===== src/rtl/dram_seq_pkg.sv =====
package dram_seq_pkg;

    localparam int REG_W    = 8;
    localparam int FLD_W    = 2;
    localparam int IDLE_BIT = 7;
    localparam int PRE_LSB  = 4;
    localparam int RCD_LSB  = 0;

    typedef struct packed {
        logic             idle_en;
        logic [FLD_W-1:0] pre;
        logic [FLD_W-1:0] rcd;
    } timing_t;

    typedef enum logic [3:0] {
        ST_IDLE  = 4'd0,
        ST_PRE   = 4'd1,
        ST_RAS   = 4'd2,
        ST_RCD   = 4'd3,
        ST_CAS   = 4'd4,
        ST_RF_C  = 4'd5,
        ST_RF_R  = 4'd6,
        ST_DONE  = 4'd7,
        ST_GAP   = 4'd8
    } seq_state_e;

    function automatic timing_t unpack_timing(input logic [REG_W-1:0] r);
        timing_t t;
        t.idle_en = r[IDLE_BIT];
        t.pre     = r[PRE_LSB +: FLD_W];
        t.rcd     = r[RCD_LSB +: FLD_W];
        return t;
    endfunction

endpackage


===== src/rtl/dram_seq_cfg.sv =====
module dram_seq_cfg
    import dram_seq_pkg::*;
#(
    parameter int W = REG_W
) (
    input  logic         clk,
    input  logic         rst_n,
    input  logic         wr_en,
    input  logic         wr_allow,
    input  logic [W-1:0] wdata,
    output logic [W-1:0] rdata,
    output timing_t      timing
);

    logic [W-1:0] reg_d, reg_q;

    always_comb begin
        reg_d = reg_q;
        if (wr_en && wr_allow) begin
            reg_d = wdata;
        end
    end

    always_ff @(posedge clk or negedge rst_n) begin
        if (!rst_n) begin
            reg_q <= '0;
        end else begin
            reg_q <= reg_d;
        end
    end

    assign rdata  = reg_q;
    assign timing = unpack_timing(reg_q);

endmodule


===== src/rtl/dram_seq_fsm.sv =====
module dram_seq_fsm
    import dram_seq_pkg::*;
(
    input  logic    clk,
    input  logic    rst_n,
    input  logic    start,
    input  logic    is_write,
    input  logic    is_refresh,
    input  logic    next_normal,
    input  timing_t timing,
    output logic    ras_n,
    output logic    cas_n,
    output logic    we_n,
    output logic    done,
    output logic    ready
);

    typedef struct packed {
        seq_state_e       st;
        logic [FLD_W-1:0] cnt;
        timing_t          tm;
        logic             wr;
        logic             rf;
        logic             ras_n;
        logic             cas_n;
        logic             we_n;
        logic             done;
        logic             ready;
    } seq_t;

    localparam seq_t SEQ_RESET = '{
        st: ST_IDLE, cnt: '0, tm: '0, wr: 1'b0, rf: 1'b0,
        ras_n: 1'b1, cas_n: 1'b1, we_n: 1'b1, done: 1'b0, ready: 1'b1
    };

    seq_t s_d, s_q;

    always_comb begin
        s_d = s_q;
        case (s_q.st)
            ST_IDLE: begin
                if (start) begin
                    s_d.tm  = timing;
                    s_d.wr  = is_write;
                    s_d.rf  = is_refresh;
                    s_d.cnt = timing.pre;
                    s_d.st  = ST_PRE;
                end
            end
            ST_PRE: begin
                if (s_q.cnt == '0) begin
                    s_d.st = s_q.rf ? ST_RF_C : ST_RAS;
                end else begin
                    s_d.cnt = s_q.cnt - 1'b1;
                end
            end
            ST_RAS: begin
                if (s_q.tm.rcd == '0) begin
                    s_d.st = ST_CAS;
                end else begin
                    s_d.cnt = s_q.tm.rcd - 1'b1;
                    s_d.st  = ST_RCD;
                end
            end
            ST_RCD: begin
                if (s_q.cnt == '0) begin
                    s_d.st = ST_CAS;
                end else begin
                    s_d.cnt = s_q.cnt - 1'b1;
                end
            end
            ST_CAS:  s_d.st = ST_DONE;
            ST_RF_C: s_d.st = ST_RF_R;
            ST_RF_R: s_d.st = ST_DONE;
            ST_DONE: begin
                s_d.st = (s_q.tm.idle_en && next_normal) ? ST_GAP : ST_IDLE;
            end
            ST_GAP:  s_d.st = ST_IDLE;
            default: s_d.st = ST_IDLE;
        endcase

        // registered strobes follow the next state
        s_d.ras_n = !(s_d.st inside {ST_RAS, ST_RCD, ST_CAS, ST_RF_R});
        s_d.cas_n = !(s_d.st inside {ST_CAS, ST_RF_C, ST_RF_R});
        s_d.we_n  = !((s_d.st == ST_CAS) && s_d.wr);
        s_d.done  = (s_d.st == ST_DONE);
        s_d.ready = (s_d.st == ST_IDLE);
    end

    always_ff @(posedge clk or negedge rst_n) begin
        if (!rst_n) begin
            s_q <= SEQ_RESET;
        end else begin
            s_q <= s_d;
        end
    end

    assign ras_n = s_q.ras_n;
    assign cas_n = s_q.cas_n;
    assign we_n  = s_q.we_n;
    assign done  = s_q.done;
    assign ready = s_q.ready;

endmodule


===== src/rtl/dram_cyc_seq.sv =====
module dram_cyc_seq
    import dram_seq_pkg::*;
#(
    parameter int CFG_W = REG_W
) (
    input  logic             clk,
    input  logic             rst_n,
    input  logic             cfg_wr_en,
    input  logic [CFG_W-1:0] cfg_wdata,
    output logic [CFG_W-1:0] cfg_rdata,
    input  logic             req_valid,
    input  logic             req_write,
    input  logic             req_refresh,
    input  logic             next_normal,
    output logic             req_ready,
    output logic             cyc_done,
    output logic             ras_n,
    output logic             cas_n,
    output logic             we_n
);

    timing_t tm;
    logic    idle_w;

    dram_seq_cfg #(.W(CFG_W)) u_cfg (
        .clk      (clk),
        .rst_n    (rst_n),
        .wr_en    (cfg_wr_en),
        .wr_allow (idle_w),
        .wdata    (cfg_wdata),
        .rdata    (cfg_rdata),
        .timing   (tm)
    );

    dram_seq_fsm u_fsm (
        .clk         (clk),
        .rst_n       (rst_n),
        .start       (req_valid),
        .is_write    (req_write),
        .is_refresh  (req_refresh),
        .next_normal (next_normal),
        .timing      (tm),
        .ras_n       (ras_n),
        .cas_n       (cas_n),
        .we_n        (we_n),
        .done        (cyc_done),
        .ready       (idle_w)
    );

    assign req_ready = idle_w;

endmodule


===== config.mk =====
export PLATFORM = sky130hd
export DESIGN_NAME = dram_cyc_seq
export DESIGN_NICKNAME = d
export VERILOG_FILES = /design/src/rtl/dram_seq_pkg.sv /design/src/rtl/dram_seq_cfg.sv /design/src/rtl/dram_seq_fsm.sv /design/src/rtl/dram_cyc_seq.sv
export SDC_FILE = /design/constraint.sdc
export NUM_CORES = 1
export LEC_CHECK = 0
export BUFFER_PORTS_ARGS = -buffer_cell sky130_fd_sc_hd__buf_2
export CAP_MARGIN = 40
export CORE_ASPECT_RATIO = 1.25
export CORE_UTILIZATION = 45
export CTS_CLUSTER_SIZE = 14
export DETAILED_ROUTE_END_ITERATION = 10
export PLACE_DENSITY = 0.73
export REMOVE_ABC_BUFFERS = 1
export SYNTH_ARGS = -nofsm -noshare
export SYNTH_HDL_FRONTEND = slang
export SYNTH_SLANG_ARGS = --single-unit

===== constraint.sdc =====
create_clock -name clk -period 1.77 [get_ports clk]
set_clock_uncertainty 0.2 [all_clocks]
set_input_delay 0.177 -clock clk [delete_from_list [all_inputs] [get_ports clk]]
set_output_delay 0.177 -clock clk [all_outputs]
set_load 0.005 [all_outputs]

Word-level counts from Yosys, hierarchy flattened --
Cells that the tools add are included.
Storage, ports and cells: output and inout bits 13, register bits 26, word-level logic and storage cells 59, input port bits 15
Operators by class: $add $sub $neg 2, mux-type cells 11, reduce and logical (&&, ||, !) cells 17, eq/ne operators 16
Operator list (number):
- $eq A4 B3 Y1 const B | 8
- $pmux W4 S7 | 1
- $eq A4 B2 Y1 const B | 4
- $mux W13 | 1
- $mux W4 | 3
- $logic_not A4 Y1 | 2
- $mux W2 | 3
- $mux W3 | 2
- $ne A2 B2 Y1 const B | 3
- $pmux W2 S3 | 1
- $reduce_bool A3 Y1 | 2
- $eq A4 B1 Y1 const B | 1
- $logic_not A2 Y1 | 2
- $reduce_and A4 Y1 | 1
- $reduce_bool A4 Y1 | 1
- $reduce_or A2 Y1 | 2
- $sub A2 B1 Y2 const B | 2
- $logic_and A1 B1 Y1 | 3
- $logic_not A1 Y1 | 3
- $reduce_and A2 Y1 | 1

Depth between registers and ports, before layout --
Gate-level depths: netlist of run 1.
depth in word-level cells 6, mapped depth 6, mapped depth without buffers 5

Modules after synthesis --
Synthesis of run 1 repeated with hierarchy kept, for this count alone.
Unflattened totals: cell total of the unflattened synthesis 92, area total of the unflattened synthesis 1211.2 µm²
By module, submodules not included:
- dram_seq_fsm | area each 877.1 µm², cells an instance 70, times used 1, seq. area each 405.4 µm²
- dram_seq_cfg | area each 334.1 µm², cells an instance 22, times used 1, seq. area each 200.2 µm²

Worst setup path before layout of run 1 --
Ideal clock, no wire load.
path type flip-flop to flip-flop, start point reg u_fsm.s_q[17] in the netlist's numbering, end point reg u_fsm.s_q, in the netlist u_fsm.cas_n, data arrival time 1.426 ns, period minus slack after synthesis 1.703 ns, data required time 1.493 ns, path buffers 0, slack 0.067 ns, stages on the path, launching flop included 4, setup time 0.077 ns, cell sequence dfrtp_1 -> or3b_4 -> o41ai_4 -> a21bo_1
RTL lines:
- start: declaration | line dram_seq_fsm.sv:36 | seq_t s_d, s_q;
- start signal: assignment | line dram_seq_fsm.sv:92 | s_q <= SEQ_RESET;
- start signal: assignment | line dram_seq_fsm.sv:94 | s_q <= s_d;

==> results of run 1 <==
==> per-layer routing <==
layer	GRT usage, %	up-vias	routed length (µm)
li1	-	415	-
met1	22.2	424	944
met2	36.1	25	1290
met3	4.50	4	89
met4	7.56	0	36
met5	0	-	0
==> layout make-up <==
class / instances / area share [%]
Sequential cell: 24 / 40.0
Multi-Input combinational cell: 58 / 31.5
Timing Repair Buffer: 52 / 23.3
Tap cell: 31 / 2.56
Clock buffer: 4 / 2.39
Inverter: 1 / 0.248
==> worst max-delay path: cells and delay by family, from the launching register on <==
family | cells | cell delay [ps]
simple gates | 1 | 430
compound gates | 1 | 410
flops | 1 | 400
mux | 1 | 250
==> logic make-up (layout without fill, tap and decap cells) <==
group                  count (synthesis)  in the layout  synth area share (%)
AO/OA/AOI/OAI                         15             15                  11.0
XOR/XNOR                               2              2                  1.62
multiplexers                          18             18                  18.3
flip-flops                            24             24                  56.1
buffers and inverters                  3             57                  1.39
AND/OR/NAND/NOR                       23             23                  11.6
==> sequential cells by signal, summed over array words and instances, names as in the netlist <==
name / cells
u_fsm.s_q: 11
u_cfg.rdata: 8
u_fsm.ready: 1
u_fsm.we_n: 1
u_fsm.cas_n: 1
u_fsm.done: 1
u_fsm.ras_n: 1
==> report_power, final <==
part / internal (mW) / switching [mW] / total, mW / leakage [nW]
sequential: 0.839 / 0.170 / 1.01 / 0.284
clock: 0.125 / 0.160 / 0.285 / 0.0210
combinational: 0.833 / 0.681 / 1.51 / 0.413
total: 1.80 / 1.01 / 2.81 / 0.718
==> worst max path at each step <==
stage / start / to / slack [ps] / cells after the start
after floorplan: u_fsm.s_q[14] / u_fsm.cas_n / 0.07 / 3
after global placement: u_fsm.s_q[17] / u_fsm.ras_n / 50 / 3
after detailed placement: u_fsm.s_q[17] / u_fsm.cas_n / 10 / 3
after CTS: u_fsm.s_q[17] / u_fsm.ras_n / 10 / 3
after global routing: u_fsm.s_q[17] / u_fsm.ras_n / -40 / 3
final: u_fsm.s_q[17] / u_fsm.ras_n / 10 / 3
==> metrics by stage <==
| step | setup TNS [ps] | power (mW) | util, % | instance area (µm²) |
|---|---|---|---|---|
| 2_1_floorplan | 0 | 1.81 | - | 1070 |
| 3_3_place_gp | 0 | 2.34 | 59.6 | 1330 |
| 3_5_place_dp | 0 | 2.39 | 59.6 | 1330 |
| 4_1_cts | 0 | 2.73 | 67.0 | 1500 |
| 5_1_grt | -74.8 | 2.99 | 67.8 | 1520 |
| 6_report | 0 | 2.81 | 67.8 | 1520 |
==> layout by cell type (no fill, tap or decap), types with 2 or more instances in the layout <==
| master | netlist | final |
|---|---|---|
| a21oi_1 | 3 | 3 |
| buf_2 | 0 | 27 |
| buf_4 | 1 | 13 |
| clkbuf_4 | 0 | 3 |
| dfrtp_1 | 20 | 19 |
| dfstp_2 | 4 | 4 |
| dlygate4sd3_1 | 0 | 12 |
| mux2_2 | 14 | 13 |
| mux2i_1 | 4 | 4 |
| nand2_1 | 5 | 5 |
| nor2_1 | 8 | 7 |
| o21ai_0 | 4 | 3 |
| xnor2_1 | 2 | 2 |
==> timing repair <==
action                                 CTS  global route
pin swaps                                0             2
setup endpoints to repair                2             5
hold buffers                            12             0
setup buffers                            1             0
cloned                                   0             0
gates resized for setup                  0             6
endpoints found under the hold margin   36             0
==> out/qor.yml, run 1 <==
tritoncts: "yes"
synth_top_area_cell: "dfrtp_1"
diodes: 0
r2r_cells: 3
crit_path_start_kind: "flop"
drcViolationCount: 0
layout_min_cycle_time_ps: 1760
stdcell_count: 170
die_y_um: 56.8
clk_pin_slew_ps: 130
fmax_ghz: 0.569
crit_path_max_fanout: 5
worstPathRequired_ps: 1810
slew_violations: 0
synth-edff-count: 0
holdPathEnd: "u_fsm.s_q[12]"
drive_gt1_share_pct: 50.4
initial_core_util_pct: 48.3
ys_warn_count: 0
synth.top_cell.area_share_pct: 46.3
hold_violations: 0
fin_nets: 155
grt_pass1_wl_mm: 3.77
fillCellCount: 174
grt_pass1_vias: 906
cts-root-buf: "clkbuf_4"
drt-initial-drc-count: 9
crit_type: "reg -> reg"
viasPerCell: 5.11
htreeDepth: 1
dp_slack_ps: 14.7
reg2reg_slack_ps: 10
setup_ws_ps: 12.5
r2r-start: "u_fsm.s_q[17]"
overflow: 0
cp_cell_sequence: "or3b_4 > o41ai_4 > mux2i_1"
port_buffers: 27
placed_cells: 153
post_drt_wl_per_cell_um: 13.9
ir_worst_vdd_mv: 1.19
power.density_nw_per_um2: 1850
postRouteAntennaNets: 0
synthCells: 85
synth_flop_cell: "dfrtp_1"
pin_count: 28
avgSynthCellArea_um2: 12.7
worst_pin_slew_ps: 516
worstSkewPairLatency_ps: 310
min_from: "req_valid"
dp_hpwl_mm: 1.57
netlist_top_cells_count: "20 x dfrtp_1, 14 x mux2_2, 8 x nor2_1"
cap_violations: 0
crit_slowest_cell: "or3b_4"
grt_max_degree: 25
antenna_found_initial: 0
max_stage_delay_ps: 430
whs_path_depth: 4
yosysMostFrequentCell: "dfrtp_1"
dr.pass1.iters: 4
place_congestion: 0.808
setup_viol: 0
synth.yosys.seq_area_share_pct: 56.1
async_flop_share_pct: 100
dieWidth_um: 45.8
finalCritPeriodShare_pct: 99.3
numCtsBuffers: 3
r2r-end: "u_fsm.ras_n"
yosysUniqueCellTypes: 29
seq_area_um2: 607
slew_headroom_pct: 65.6
p_leak_nw: 0.718
clock-sinks: 24
multi_input_area_um2: 477
die-area_um2: 2600
clockBufferDepth: 2
synth-seq-cells: 24
critPathArrivalTime_ps: 1790
area_delta_synth_final_pct: 40.3
status: "complete, no violations"
core_um2: 2230
grt_use_total_pct: 20.2
synth_area_um2: 1080
rsz0062_at_grt: "true"
worst_hold_slack_ps: 41.6
hold_class: "in -> reg"
crit_path_end_kind: "flop"
drt-total-wl_mm: 2.36
yosys-top-cells-area: "dfrtp_1 46%, mux2_2 15%, dfstp_2 9.7%, mux2i_1 3.7%, nor2_1 2.8%"
rows: 19
vias: 868
Note: power is estimated with default switching activity, not from simulation.
==> inputs of run 2 (changes only) <==
Settings changed: CORE_ASPECT_RATIO 1.25 to 1.1, CORE_UTILIZATION 45 to 30, PLACE_DENSITY 0.73 to 0.53.
==> run 2 against run 1 <==
  * The run now ends with setup timing left
  * Routed wire length down 7.8%
  * Sequential share of layout area down 1.3 points
  * Count of clock-buffer cells in the layout down 1
  * Register-to-register slack about the same
  * Total power up 2.7%
  * Clock power up 36%
  * Maximum frequency down 0.78%
  * Combinational power about the same
  * Final cell count up 11%
  * Critical path type unchanged
  * Critical endpoint unchanged
  * Largest cell class unchanged
  * Largest power group unchanged
==> out/qor.yml, run 2 (synthesized netlist as in run 1, its figures left out) <==
cts-root-buf: "clkbuf_4"  # unchanged
dr.pass1.iters: 4  # unchanged
crit_path_start_kind: "flop"  # unchanged
drcViolationCount: 0  # unchanged
tritoncts: "yes"  # unchanged
total_power_mw: 2.88  # was 2.81 mW
post_drt_wl_per_cell_um: 11.5  # was 13.9 µm
setup_ws_ps: -1.21  # was 12.5 ps
seq_area_um2: 606  # was 607 µm²
r2r-start: "u_fsm.s_q[17]"  # unchanged
viasPerCell: 4.42  # was 5.11
final_cell_area_um2: 1560  # was 1520 µm²
overflow: 0  # unchanged
critPathBufInv: 0  # unchanged
antenna_found_initial: 0  # unchanged
clk_pin_slew_ps: 130  # about the same
layout_min_cycle_time_ps: 1770  # was 1760 ps
initial_core_util_pct: 31.9  # was 48.3%
top_usage_layer: "met2"  # unchanged
fmax_ghz: 0.565  # was 0.569 GHz
slew_violations: 0  # unchanged
p_leak_nw: 0.733  # was 0.718 nW
hold_class: "in -> reg"  # unchanged
crit_path_end_kind: "flop"  # unchanged
crit_path_max_fanout: 4  # was 5
finalCritPeriodShare_pct: 100  # was 99.3%
worst_pin_slew_ps: 534  # was 516 ps
grt_pass1_wl_mm: 3.82  # was 3.77 mm
numCtsBuffers: 3  # unchanged
worstPathRequired_ps: 1810  # about the same
worstSkewPairLatency_ps: 310  # about the same
final_util_pct: 46.2  # was 67.8%
critPathTopFamily: "compound AO/OA/AOI/OAI gates"  # was simple AND/OR/NAND/NOR gates
multi_input_area_um2: 473  # was 477 µm²
clock-sinks: 24  # unchanged
area_delta_synth_final_pct: 44.7  # was 40.3%
cap_violations: 0  # unchanged
rows: 22  # was 19
power.density_nw_per_um2: 1840  # was 1850 nW/µm²
setup_viol: 2  # was 0
pin_count: 28  # unchanged
rsz0062_at_grt: "true"  # unchanged
fin_nets: 157  # was 155
grt_max_degree: 25  # unchanged
die_y_um: 64.9  # was 56.8 µm
htreeDepth: 1  # unchanged
clockBufferDepth: 2  # unchanged
max_stage_delay_ps: 450  # was 430 ps
drive_gt1_share_pct: 50.4  # about the same
crit_slowest_cell: "o41ai_4"  # was or3b_4
whs_path_depth: 4  # unchanged
grt_use_total_pct: 13.1  # was 20.2%
vias: 835  # was 868
final_common_cell: "buf_2"  # unchanged
layout_common_cells: "27 x buf_2, 20 x dfrtp_1, 15 x buf_4"  # was 27 x buf_2, 19 x dfrtp_1, 13 x mux2_2, 13 x buf_4, 12 x dlygate4sd3_1
top_register: "u_fsm.s_q"  # unchanged
core_um2: 3390  # was 2230 µm²
use_met1_pct: 15.4  # was 22.2%
failed_checks: "setup timing"
critPathArrivalTime_ps: 1810  # was 1790 ps
postRouteAntennaNets: 0  # unchanged
min_from: "req_valid"  # unchanged
cp_cell_sequence: "or3b_4 > o41ai_4 > mux2i_1"  # unchanged
drt-total-wl_mm: 2.18  # was 2.36 mm
fillCellCount: 314  # was 174
slew_headroom_pct: 64.4  # was 65.6%
r2r-end: "u_fsm.ras_n"  # unchanged
status: "finished, violations left"  # was complete, no violations
port_buffers: 27  # unchanged
hold_violations: 0  # unchanged
holdPathEnd: "u_fsm.s_q[12]"  # unchanged
met3_usage_pct: 2.99  # was 4.50%
dp_hpwl_mm: 1.63  # was 1.57 mm
post_dp_cell_area_um2: 1370  # was 1330 µm²
ir_worst_vdd_mv: 0.849  # was 1.19 mV
dieWidth_um: 59.2  # was 45.8 µm
reg2reg_slack_ps: -1  # was 10 ps
place_congestion: 0.882  # was 0.808
r2r_cells: 3  # unchanged
largest_reg_flops: 11  # unchanged
grt_pass1_vias: 860  # was 906
die-area_um2: 3840  # was 2600 µm²
drt-initial-drc-count: 12  # was 9
crit_type: "reg -> reg"  # unchanged
diodes: 0  # unchanged
gr-usage-met2_pct: 22.9  # was 36.1%
## run 2: cell count changes in the layout (fill, tap and decap cells not counted)
| cell | previous run | this run |
|---|---|---|
| nor4_1 | 1 | 0 |
| o21ai_1 | 1 | 2 |
| mux2_4 | 1 | 0 |
| clkbuf_8 | 1 | 0 |
| o21ai_0 | 3 | 2 |
| buf_4 | 13 | 15 |
| dfrtp_2 | 1 | 0 |
| nor4_2 | 0 | 1 |
| mux2_2 | 13 | 14 |
| dfrtp_1 | 19 | 20 |
| o221ai_1 | 0 | 1 |
| bufinv_16 | 0 | 1 |
| o221ai_2 | 1 | 0 |
## run 2: routing by layer
metal  wire length [µm]  share of wire (%)
met1                926                 43
met2               1160                 53
met3                 92                4.2
met4                  0                  0
met5                  0                  0
## run 2: worst max-delay path by stage
stage | startpoint | to | slack [ps] | depth (start not counted)
6_report | u_fsm.s_q[17] | u_fsm.ras_n | -1 | 3
5_1_grt | u_fsm.s_q[17] | u_fsm.ras_n | -80 | 3
4_1_cts | u_fsm.s_q[17] | u_fsm.ras_n | 4 | 3
3_5_place_dp | u_fsm.s_q[16] | u_fsm.we_n | -20 | 5
3_3_place_gp | u_fsm.s_q[17] | u_fsm.we_n | -40 | 5
2_1_floorplan | u_fsm.s_q[14] | u_fsm.cas_n | 0.07 | 3
## run 2: power breakdown
part	switching [mW]	total (mW)	internal (mW)
Clock	0.160	0.389	0.229
Combinational	0.664	1.51	0.845
Sequential	0.148	0.985	0.836
Total	0.972	2.88	1.91
## run 2: worst register-to-register path: stages, from the launching register on
cell and delay, ps:
dfrtp_1 400, or3b_4 430, o41ai_4 450, mux2i_1 240
## run 2: final cells by class
cell class,count,area share [%]
Clock buffer,3,1.44
Clock inverter,1,1.92
Inverter,1,0.240
Multi-Input combinational cell,58,30.3
Sequential cell,24,38.8
Tap cell,48,3.84
Timing Repair Buffer,54,23.5
## run 2: repair_timing
item | 4_1_cts | 5_1_grt
cloned | 0 | 0
setup buffers | 0 | 1
hold buffers | 12 | 0
pin swaps | 0 | 2
endpoints found under the setup margin | 1 | 9
gates resized for setup | 1 | 4
hold endpoints to repair | 36 | 0
## run 2: through the flow
| step | hold slack, ps | setup TNS, ps | setup slack (ps) | cells |
|---|---|---|---|---|
| 2_1_floorplan | -319 | 0 | 0.0733 | 83 |
| 3_3_place_gp | -19.7 | -35.8 | -35.8 | 172 |
| 3_5_place_dp | -6.82 | -19.0 | -19.0 | 172 |
| 4_1_cts | 55.1 | 0 | 4.41 | 188 |
| 5_1_grt | 68.5 | -187 | -84.7 | 189 |
| 6_report | 74.6 | -2.20 | -1.21 | 189 |
==> inputs of run 3 (changes only) <==
Settings changed: ABC_AREA set to 1, PLACE_DENSITY 0.53 to 0.52.
==> run 3 against run 2 <==
  * The flow now finishes without violations
  * Non-clock buffer count down 13
  * Synthesized cell count up 67%
  * Final cell count up 24%
  * Final area down 1.7%
  * Total power down 7.9%
  * Sequential power up 4%
  * Routed wire length up 13%
  * Clock power down 17%
  * Critical path depth up 4
  * Count of clock-buffer cells in the layout up 1
  * Largest power group unchanged
  * Highest routed layer is now met4
==> out/qor.yml, run 3 <==
status: "complete, no violations"  # was finished, violations left
rows: 23  # was 22
diodes: 0  # unchanged
crit_path_start_kind: "flop"  # unchanged
min_from: "req_valid"  # unchanged
yosysUniqueCellTypes: 20  # was 29
slew_headroom_pct: 64.2  # was 64.4%
tns_ps: 0  # was -2.20 ps
setup_ws_ps: 164  # was -1.21 ps
tritoncts: "yes"  # unchanged
yosys-top-cells-area: "dfrtp_1 42%, nand2_1 10%, dfstp_2 8.8%, mux2_2 6.6%, inv_1 6.3%"  # was dfrtp_1 46%, mux2_2 15%, dfstp_2 9.7%, mux2i_1 3.7%, nor2_1 2.8%
drt-total-wl_mm: 2.46  # was 2.18 mm
startpoint: "u_fsm.s_q[13]"  # was u_fsm.s_q[17]
post_drt_wl_per_cell_um: 10.5  # was 11.5 µm
synth-seq-cells: 24  # unchanged
initial_core_util_pct: 32.0  # was 31.9%
viasPerCell: 4.43  # was 4.42
critPathArrivalTime_ps: 1600  # was 1810 ps
rsz0062_at_grt: "false"  # was true
numCtsBuffers: 3  # unchanged
drive_gt1_share_pct: 28.8  # was 50.4%
hold_violations: 0  # unchanged
cap_violations: 0  # unchanged
dr.pass1.iters: 4  # unchanged
synthCells: 142  # was 85
yosysMostFrequentCell: "nand2_1"  # was dfrtp_1
swShare_pct: 42.3  # was 33.7%
grt_use_total_pct: 14.0  # was 13.1%
layout_common_cells: "33 x nand2_1, 27 x buf_2, 20 x inv_1, 20 x dfrtp_1, 19 x nor2_1"  # was 27 x buf_2, 20 x dfrtp_1, 15 x buf_4
ys_warn_count: 0  # unchanged
die-area_um2: 4220  # was 3840 µm²
netlist_top_cells_count: "33 x nand2_1, 20 x dfrtp_1, 20 x inv_1"  # was 20 x dfrtp_1, 14 x mux2_2, 8 x nor2_1
dieWidth_um: 62.0  # was 59.2 µm
antenna_found_initial: 0  # unchanged
slew_violations: 0  # unchanged
synth_area_um2: 1190  # was 1080 µm²
p_sw_mw: 1.12  # was 0.972 mW
synth-edff-count: 0  # unchanged
avgSynthCellArea_um2: 8.37  # was 12.7 µm²
total_power_mw: 2.66  # was 2.88 mW
finalCritPeriodShare_pct: 90.8  # was 100%
top_register: "u_fsm.s_q"  # unchanged
crit_type: "reg -> reg"  # unchanged
worst_pin_slew_ps: 537  # was 534 ps
place_congestion: 0.847  # was 0.882
synth_flop_cell: "dfrtp_1"  # unchanged
clk_pin_slew_ps: 80  # was 130 ps
port_buffers: 27  # unchanged
pin_count: 28  # unchanged
postRouteAntennaNets: 0  # unchanged
fin_nets: 200  # was 157
core_um2: 3710  # was 3390 µm²
p_leak_nw: 0.821  # was 0.733 nW
synth.yosys.seq_area_share_pct: 50.9  # was 56.1%
htreeDepth: 1  # unchanged
worstPathRequired_ps: 1760  # was 1810 ps
p_int_mw: 1.53  # was 1.91 mW
crit_path_end_kind: "flop"  # unchanged
p_comb_share_pct: 49.4  # was 52.4%
worstSkewPairLatency_ps: 260  # was 310 ps
drcViolationCount: 0  # unchanged
power.density_nw_per_um2: 1730  # was 1840 nW/µm²
area_delta_synth_final_pct: 29.3  # was 44.7%
drt-initial-drc-count: 36  # was 12
synth.top_cell.area_share_pct: 42.1  # was 46.3%
grt_pass1_wl_mm: 4.33  # was 3.82 mm
vias: 1036  # was 835
grt_max_degree: 25  # unchanged
final_common_cell: "nand2_1"  # was buf_2
cts_resized: 0  # was 1
fmax_ghz: 0.623  # was 0.565 GHz
async_flop_share_pct: 100  # unchanged
dp_slack_ps: 207  # was -19.0 ps
setup_viol: 0  # was 2
hold_class: "in -> reg"  # unchanged
dp_hpwl_mm: 1.85  # was 1.63 mm
synth_top_area_cell: "dfrtp_1"  # unchanged
fillCellCount: 369  # was 314
clock-sinks: 24  # unchanged
clockBufferDepth: 2  # unchanged
crit_path_max_fanout: 4  # unchanged
ir_worst_vdd_mv: 0.769  # was 0.849 mV
r2r-start: "u_fsm.s_q[13]"  # was u_fsm.s_q[17]
layout_min_cycle_time_ps: 1610  # was 1770 ps
die_y_um: 68.0  # was 64.9 µm
overflow: 0  # unchanged
seq_power_share_pct: 38.5  # was 34.2%
cts-root-buf: "clkbuf_8"  # was clkbuf_4
clkPwrFrac_pct: 12.1  # was 13.5%
largest_reg_flops: 11  # unchanged
grt_pass1_vias: 1002  # was 860
[run 3: changes by cell type after synthesis, sizes merged, moves of 4 or more]
cell / previous run / this run
nor2: 8 / 24
a21oi: 3 / 8
nand2: 5 / 35
nand3: 2 / 14
mux2: 14 / 7
inv: 1 / 21
mux2i: 4 / 0
[run 3: kinds of logic (layout without fill, tap and decap cells)]
logic type / count (synthesis) / in the layout / synth area share [%]
buffers and inverters: 24 / 66 / 9.16
AND/OR/NAND/NOR: 75 / 75 / 27.9
AO/OA/AOI/OAI: 12 / 12 / 5.37
multiplexers: 7 / 7 / 6.63
flip-flops: 24 / 24 / 50.9
[run 3: metrics by stage]
step / std cells / hold slack [ps] / area [µm²] / util, %
5_1_grt: 234 / 211 / 1540 / 41.4
3_3_place_gp: 218 / -20.1 / 1370 / 36.9
6_report: 234 / 176 / 1540 / 41.4
3_5_place_dp: 218 / -9.64 / 1370 / 36.9
2_1_floorplan: 139 / -319 / 1160 / -
4_1_cts: 234 / 156 / 1540 / 41.4
[run 3: path summary, 6_finish.rpt]
check	end	slack, ps	cells past startpoint
max	u_fsm.ready	160	7
min	u_fsm.s_q[12]	180	5
max reg2reg	u_fsm.ready	160	7
min reg2reg	u_cfg.rdata[6]	310	1
max in group asynchronous	u_fsm.ready	770	2
min in group asynchronous	u_fsm.s_q[11]	230	2
[run 3: final cells by class]
type,count,area [µm²],area share (%)
inverters,21,78.8,5.13
clock buffers,4,45.0,2.93
flip-flops and latches,24,606,39.4
multi-input cells,94,474,30.9
repair buffers,41,270,17.6
well taps,50,62.6,4.07
[run 3: worst max-delay path: stages, from the launching register on]
cell and delay [ps]:
dfrtp_1 430, nor2_2 190, nand2_1 120, inv_1 90, nand2_1 60, a21oi_2 200, nand3_1 110, nor2_1 130
[run 3: repair_timing]
action,4_1_cts,5_1_grt
endpoints found under the setup margin,0,0
buffers inserted,0,0
hold endpoints to repair,31,0
hold buffers,12,0
[run 3: power by group through the flow]
stage	clock (mW)	sequential [mW]	combinational [mW]
after floorplan	0	1.02	0.891
after global placement	0	1.02	1.29
after detailed placement	0	1.03	1.29
after CTS	0.338	1.02	1.32
after global routing	0.363	1.07	1.48
final	0.321	1.02	1.31
[run 3: metal layers]
metal / share of wire (%) / GRT usage (%) / vias to the layer above
met4: 2.1 / 8.33 / 0
li1: - / - / 528
met5: 0 / 0 / -
met3: 2.4 / 1.70 / 4
met2: 51 / 23.4 / 23
met1: 45 / 16.9 / 481
